File: src/rtl/fsb_pkg.sv
package fsb_pkg;

  localparam int unsigned COLOR_MAX_W = 16;

  // True when colour c is younger than boundary b on a wrapping circle of 2^cw.
  function automatic logic color_younger(input logic [COLOR_MAX_W-1:0] c,
                                         input logic [COLOR_MAX_W-1:0] b,
                                         input int unsigned cw);
    logic [COLOR_MAX_W-1:0] mask;
    logic [COLOR_MAX_W-1:0] diff;
    mask = (COLOR_MAX_W'(1) << cw) - COLOR_MAX_W'(1);
    diff = (c - b) & mask;
    return (diff != '0) && !diff[cw-1];
  endfunction

endpackage

File: src/rtl/fsb_pick.sv
module fsb_pick #(
  parameter int N  = 8,
  parameter int IW = $clog2(N)
) (
  input  logic [N-1:0]  req,
  output logic          found,
  output logic [N-1:0]  onehot,
  output logic [IW-1:0] idx
);

  logic [N:0] seen;
  assign seen[0] = 1'b0;

  for (genvar i = 0; i < N; i++) begin : g_chain
    assign onehot[i]  = req[i] & ~seen[i];
    assign seen[i+1]  = seen[i] | req[i];
  end

  assign found = seen[N];

  always_comb begin
    idx = '0;
    for (int i = 0; i < N; i++) begin
      if (onehot[i]) idx = IW'(i);
    end
  end

  always_comb begin
    a_pick_onehot_r2: assert ($onehot0(onehot));
  end

endmodule

File: src/rtl/fsb_freelist.sv
module fsb_freelist #(
  parameter int N  = 8,
  parameter int IW = $clog2(N)
) (
  input  logic          clk,
  input  logic          rst,
  input  logic [N-1:0]  alloc_oh,
  input  logic          ret_en,
  input  logic [IW-1:0] ret_idx,
  input  logic [N-1:0]  kill,
  output logic [N-1:0]  free_q,
  output logic [N-1:0]  rel_oh,
  output logic          bad_retire,
  output logic          any_free,
  output logic          two_free
);

  logic ret_in_range;
  logic ret_hits_busy;

  always_comb begin
    ret_in_range  = (32'(ret_idx) < N);
    ret_hits_busy = ret_in_range && !free_q[ret_idx];
    rel_oh        = '0;
    if (ret_en && ret_hits_busy) rel_oh[ret_idx] = 1'b1;
    bad_retire    = ret_en && !ret_hits_busy;
  end

  always_ff @(posedge clk) begin
    if (rst) free_q <= '1;
    else     free_q <= (free_q | rel_oh | kill) & ~alloc_oh;
  end

  assign any_free = |free_q;
  assign two_free = |(free_q & (free_q - {{(N-1){1'b0}}, 1'b1}));

  p_release_r5: assert property (@(posedge clk) disable iff (rst)
    (ret_en && ret_hits_busy) |=> free_q[$past(ret_idx)]);

  p_bad_retire_frozen_r6: assert property (@(posedge clk) disable iff (rst)
    (bad_retire && alloc_oh == '0 && kill == '0) |=> $stable(free_q));

  p_alloc_from_free_r8: assert property (@(posedge clk) disable iff (rst)
    (alloc_oh != '0) |-> ((alloc_oh & free_q) == alloc_oh));

endmodule

File: src/rtl/fsb_slot_state.sv
module fsb_slot_state #(
  parameter int N  = 8,
  parameter int CW = 4,
  parameter int IW = $clog2(N)
) (
  input  logic          clk,
  input  logic          rst,
  input  logic [N-1:0]  busy,
  input  logic [N-1:0]  alloc_oh,
  input  logic [CW-1:0] alloc_color,
  input  logic [N-1:0]  rel_oh,
  input  logic          wr_fire,
  input  logic [IW-1:0] wr_idx,
  input  logic          flush_en,
  input  logic [CW-1:0] flush_color,
  output logic [N-1:0]  kill,
  output logic [N-1:0]  done_q,
  output logic [N*CW-1:0] color_q
);

  for (genvar i = 0; i < N; i++) begin : g_slot
    logic [CW-1:0] my_color;
    logic          younger;

    assign my_color = color_q[i*CW +: CW];
    assign younger  = fsb_pkg::color_younger(fsb_pkg::COLOR_MAX_W'(my_color),
                                             fsb_pkg::COLOR_MAX_W'(flush_color),
                                             CW);
    assign kill[i]  = flush_en && busy[i] && younger;

    always_ff @(posedge clk) begin
      if (rst) begin
        done_q[i]            <= 1'b0;
        color_q[i*CW +: CW]  <= '0;
      end else if (alloc_oh[i]) begin
        done_q[i]            <= 1'b0;
        color_q[i*CW +: CW]  <= alloc_color;
      end else if (rel_oh[i] || kill[i]) begin
        done_q[i]            <= 1'b0;
      end else if (wr_fire && 32'(wr_idx) == i) begin
        done_q[i]            <= 1'b1;
      end
    end

    p_flush_kill_r7: assert property (@(posedge clk) disable iff (rst)
      (flush_en && busy[i] && younger) |=> !busy[i]);

    p_done_needs_busy_r4: assert property (@(posedge clk) disable iff (rst)
      done_q[i] |-> busy[i]);
  end

endmodule

File: src/rtl/fsb_payload.sv
module fsb_payload #(
  parameter int N  = 8,
  parameter int AW = 32,
  parameter int DW = 32,
  parameter int IW = $clog2(N)
) (
  input  logic          clk,
  input  logic          wr_fire,
  input  logic [IW-1:0] wr_idx,
  input  logic [AW-1:0] wr_addr,
  input  logic [DW-1:0] wr_data,
  output logic [N*AW-1:0] addr_flat,
  output logic [N*DW-1:0] data_flat
);

  logic [AW-1:0] addr_mem [N];
  logic [DW-1:0] data_mem [N];

  always_ff @(posedge clk) begin
    if (wr_fire) begin
      addr_mem[wr_idx] <= wr_addr;
      data_mem[wr_idx] <= wr_data;
    end
  end

  for (genvar i = 0; i < N; i++) begin : g_flat
    assign addr_flat[i*AW +: AW] = addr_mem[i];
    assign data_flat[i*DW +: DW] = data_mem[i];
  end

endmodule

File: src/rtl/finished_store_buffer.sv
module finished_store_buffer #(
  parameter int N  = 8,
  parameter int AW = 32,
  parameter int DW = 32,
  parameter int CW = 4,
  parameter int IW = $clog2(N)
) (
  input  logic            clk,
  input  logic            rst,
  input  logic            alloc_req,
  input  logic            alloc_oldest,
  input  logic [CW-1:0]   alloc_color,
  output logic            alloc_gnt,
  output logic [IW-1:0]   alloc_idx,
  output logic            permit_young,
  output logic            permit_oldest,
  input  logic            wr_en,
  input  logic [IW-1:0]   wr_idx,
  input  logic [AW-1:0]   wr_addr,
  input  logic [DW-1:0]   wr_data,
  input  logic            ret_en,
  input  logic [IW-1:0]   ret_idx,
  input  logic            flush_en,
  input  logic [CW-1:0]   flush_color,
  output logic [N-1:0]    slot_busy,
  output logic [N-1:0]    slot_done,
  output logic [N*CW-1:0] slot_color,
  output logic [N*AW-1:0] slot_addr,
  output logic [N*DW-1:0] slot_data,
  output logic            retire_err
);

  logic [N-1:0]  free_q;
  logic [N-1:0]  rel_oh;
  logic [N-1:0]  kill;
  logic [N-1:0]  pick_oh;
  logic [N-1:0]  alloc_oh;
  logic [IW-1:0] pick_idx;
  logic          pick_found;
  logic          bad_retire;
  logic          any_free;
  logic          two_free;
  logic          grant;
  logic          wr_fire;

  fsb_pick #(.N(N), .IW(IW)) u_pick (
    .req    (free_q),
    .found  (pick_found),
    .onehot (pick_oh),
    .idx    (pick_idx)
  );

  assign grant    = alloc_req && !flush_en && pick_found &&
                    (alloc_oldest ? any_free : two_free);
  assign alloc_oh = grant ? pick_oh : '0;
  assign wr_fire  = wr_en && (32'(wr_idx) < N) && !free_q[wr_idx];

  fsb_freelist #(.N(N), .IW(IW)) u_free (
    .clk        (clk),
    .rst        (rst),
    .alloc_oh   (alloc_oh),
    .ret_en     (ret_en),
    .ret_idx    (ret_idx),
    .kill       (kill),
    .free_q     (free_q),
    .rel_oh     (rel_oh),
    .bad_retire (bad_retire),
    .any_free   (any_free),
    .two_free   (two_free)
  );

  fsb_slot_state #(.N(N), .CW(CW), .IW(IW)) u_state (
    .clk         (clk),
    .rst         (rst),
    .busy        (~free_q),
    .alloc_oh    (alloc_oh),
    .alloc_color (alloc_color),
    .rel_oh      (rel_oh),
    .wr_fire     (wr_fire),
    .wr_idx      (wr_idx),
    .flush_en    (flush_en),
    .flush_color (flush_color),
    .kill        (kill),
    .done_q      (slot_done),
    .color_q     (slot_color)
  );

  fsb_payload #(.N(N), .AW(AW), .DW(DW), .IW(IW)) u_payload (
    .clk       (clk),
    .wr_fire   (wr_fire),
    .wr_idx    (wr_idx),
    .wr_addr   (wr_addr),
    .wr_data   (wr_data),
    .addr_flat (slot_addr),
    .data_flat (slot_data)
  );

  always_ff @(posedge clk) begin
    if (rst) begin
      alloc_gnt  <= 1'b0;
      alloc_idx  <= '0;
      retire_err <= 1'b0;
    end else begin
      alloc_gnt <= grant;
      if (grant) alloc_idx <= pick_idx;
      if (bad_retire) retire_err <= 1'b1;
    end
  end

  assign slot_busy     = ~free_q;
  assign permit_young  = two_free;
  assign permit_oldest = any_free;

  p_reserve_r3: assert property (@(posedge clk) disable iff (rst)
    (alloc_req && !alloc_oldest && !permit_young) |=> !alloc_gnt);

  p_empty_refuse_r9: assert property (@(posedge clk) disable iff (rst)
    (alloc_req && slot_busy == '1) |=> !alloc_gnt);

  p_gnt_busy_r2: assert property (@(posedge clk) disable iff (rst)
    alloc_gnt |-> slot_busy[alloc_idx]);

  p_flush_no_gnt_r7: assert property (@(posedge clk) disable iff (rst)
    flush_en |=> !alloc_gnt);

  p_err_sticky_r6: assert property (@(posedge clk) disable iff (rst)
    retire_err |=> retire_err);

endmodule

File: config.mk
export PLATFORM = sky130hd
export DESIGN_NAME = finished_store_buffer
export DESIGN_NICKNAME = d
export VERILOG_FILES = /design/src/rtl/fsb_pkg.sv /design/src/rtl/fsb_pick.sv /design/src/rtl/fsb_freelist.sv /design/src/rtl/fsb_slot_state.sv /design/src/rtl/fsb_payload.sv /design/src/rtl/finished_store_buffer.sv
export SDC_FILE = /design/constraint.sdc
export NUM_CORES = 1
export LEC_CHECK = 0
export BUFFER_PORTS_ARGS = -buffer_cell sky130_fd_sc_hd__buf_2
export CAP_MARGIN = 40
export CELL_PAD_IN_SITES_DETAIL_PLACEMENT = 0
export CELL_PAD_IN_SITES_GLOBAL_PLACEMENT = 1
export CORE_AREA = 8 8 249 251
export DETAILED_ROUTE_END_ITERATION = 10
export DIE_AREA = 0 0 257 259
export PLACE_DENSITY_LB_ADDON = 0.1
export SKIP_LAST_GASP = 1
export SLEW_MARGIN = 10
export SYNTH_ARGS = -nofsm -noshare
export SYNTH_HDL_FRONTEND = slang
export SYNTH_SLANG_ARGS = --single-unit
File: constraint.sdc
create_clock -name clk -period 25.4 [get_ports clk]
set_input_delay 5.08 -clock clk [delete_from_list [all_inputs] [get_ports clk]]
set_output_delay 5.08 -clock clk [all_outputs]
set_load 0.1 [all_outputs]
==> reports/qor.csv <==
metric;value;unit
outcome;finished, final reports clean;
power_leakage;9.63;nW
period_share;30.8;%
crit_path_start_kind;flip-flop;
coreArea;58200;µm²
grt_pass1_wl;96.5;mm
cts_tree;built;
avgSynthCellArea;20.9;µm²
slew_violations;0;
finalHoldViolCount;0;
htreeDepth;2;
ios;652;
row_count;89;
routed_via_density;4.62;
clock_latency;0.61;ns
start_util;32.3;%
syn_inst;901;
ys.flop_type;edfxtp_1;
ys_warn_count;0;
cts_resized;0;
worstPathMaxFanout;12;
drc;0;
tightestPinTransition;0.838;ns
place_hpwl;53.5;mm
area_delta_synth_final;32.8;%
end_kind;primary output;
hold_depth;2;
antenna_left;0;
path_clk_slew;0.06;ns
grt_max_degree;44;
synth_largest_area_cell;edfxtp_1;
setup_viol;0;
vias;11200;
cts_inserted_buffers;58;
gp_congestion;0.843;
dp_cells;2323;
die_width;257;µm
slew_headroom;44.1;%
r2r_cells;6;
antenna_found_initial;10;
most-common-layout-cells;651 x buf_2, 512 x edfxtp_1, 59 x clkbuf_16;
cts_setup_buffers;0;
fin_ws;17.58;ns
yosysUniqueCellTypes;55;
first_global_vias;11000;
final_cells;2434;
crit_type;flip-flop to primary output;
rr_startpoint;u_free.free_q[0];
synthArstFlopShare;0;%
maxCapViolCount;0;
crit_path_start;u_free.free_q[1];
synthTopCellsByArea;edfxtp_1 82%, dfxtp_1 5.6%, ha_1 1.6%;
grt.total_usage;20.5;%
pre_cts_ws;17.97;ns
postCtsHoldBufs;0;
fin_crit;7.82;ns
ys_seq_area_share;87.3;%
final_core_util;43.0;%
hp-start;alloc_idx[2];
cp.arrival;2.74;ns
power_density;76.4;nW/µm²
syn_nets;1018;
required;20.32;ns
mappedNetlistArea;18800;µm²
io_buffers;651;
design.die.area;66600;µm²
hold_end;alloc_idx[2];
dr.pass1.iters;5;
fmax;128;MHz
peakVddDrop;0.0000561;V
synth_top_area_share;81.6;%
p_total;1.91;mW
ff2ff_setup_slack;22.86;ns
r2r_end;u_state.g_slot[5].my_color[2];
die_y;259;µm
cts_sinks;565;
wl;71.6;mm
final_common_cell;buf_2;
gr-total-overflow;0;
setup_tns;0;ns
fin_skew;0.0271;ns
rsz0062_at_grt;false;
wl_per_cell;29.4;µm
final_nets;1727;
synth_seq_cells;565;
synth-edff-count;512;
cts-root-buf;clkbuf_16;
drive_above_1_share;47.3;%
cts.path.max_buffers;3;
hold_path_class;flip-flop to flip-flop;
dr.first_iter.drc_count;727;
==> metal layers <==
layer	track usage [%]	vias to the layer above	routed length (µm)
li1	-	4916	-
met1	22.9	5758	26300
met2	36.0	459	36500
met3	7.58	112	6160
met4	6.82	4	2550
met5	0	-	27
==> stage by stage <==
step           cell area, µm²  hold slack (ns)
2_1_floorplan           18800            0.544
6_report                25000            0.458
4_1_cts                 25000            0.459
3_3_place_gp            23100            0.447
5_1_grt                 25000            0.491
3_5_place_dp            23100            0.446
==> worst max-delay path: stages (launching register included) <==
cell and delay, ns:
dfxtp_1 0.68, inv_1 0.23, o21ai_0 0.13, a21oi_1 0.08, o21ai_0 0.21, a21oi_1 0.09, a31oi_1 0.23, buf_2 0.48
==> kinds of logic after synthesis <==
group / Yosys count / synth area share [%]
AO/OA/AOI/OAI: 79 / 2.84
adder cells (fa/ha/maj): 32 / 2.44
XOR/XNOR: 16 / 0.744
flip-flops: 565 / 87.3
AND/OR/NAND/NOR: 132 / 3.93
multiplexers: 26 / 1.45
buffers and inverters: 51 / 1.32
==> worst max-delay path by stage <==
stage | endpoint | slack (ns) | depth (start not counted)
2_1_floorplan | u_payload.addr_mem[1][0] | 12.77 | 2
3_3_place_gp | u_state.done_q[0] | 18.05 | 10
3_5_place_dp | u_free.free_q[5] | 17.97 | 10
4_1_cts | permit_young | 17.56 | 7
5_1_grt | permit_young | 17.33 | 7
6_report | permit_young | 17.58 | 7
==> Yosys cell counts (5+ instances only) <==
cell       number
edfxtp_1      512
dfxtp_1        53
nor2_1         42
inv_1          30
mux2i_1        25
ha_1           24
o21ai_0        21
a21oi_1        20
nand2_1        17
nor3_1         10
nor2b_1         9
clkbuf_1        8
fa_1            8
xnor2_1         8
xor2_1          8
nand3_1         7
nor3b_1         7
a2111oi_0       6
a2bb2oi_1       6
o21a_1          6
or3_1           6
buf_2           5
==> registers in the layout, summed over array words and instances, names as in the netlist <==
name,flops
u_state.done_q,8
u_free.free_q,8
u_payload.data_mem,256
alloc_idx,3
u_state.g_slot.my_color,32
alloc_gnt,1
u_payload.addr_mem,256
retire_err,1
==> layout make-up <==
type,instances,area (µm²)
multi-input combinational,285,2190
clock inverter,42,392
tap,773,967
sequential,565,16400
inverter,31,116
fill,5274,33200
clock buffer,65,1500
antenna,4,10.0
timing repair buffer,669,3410
==> power by group <==
part,switching (mW),total [mW],internal (mW)
Combinational,0.0425,0.0570,0.0145
Sequential,0.00192,1.02,1.01
Clock,0.354,0.839,0.486
Total,0.398,1.91,1.51
(Power assumes the default switching activity.)
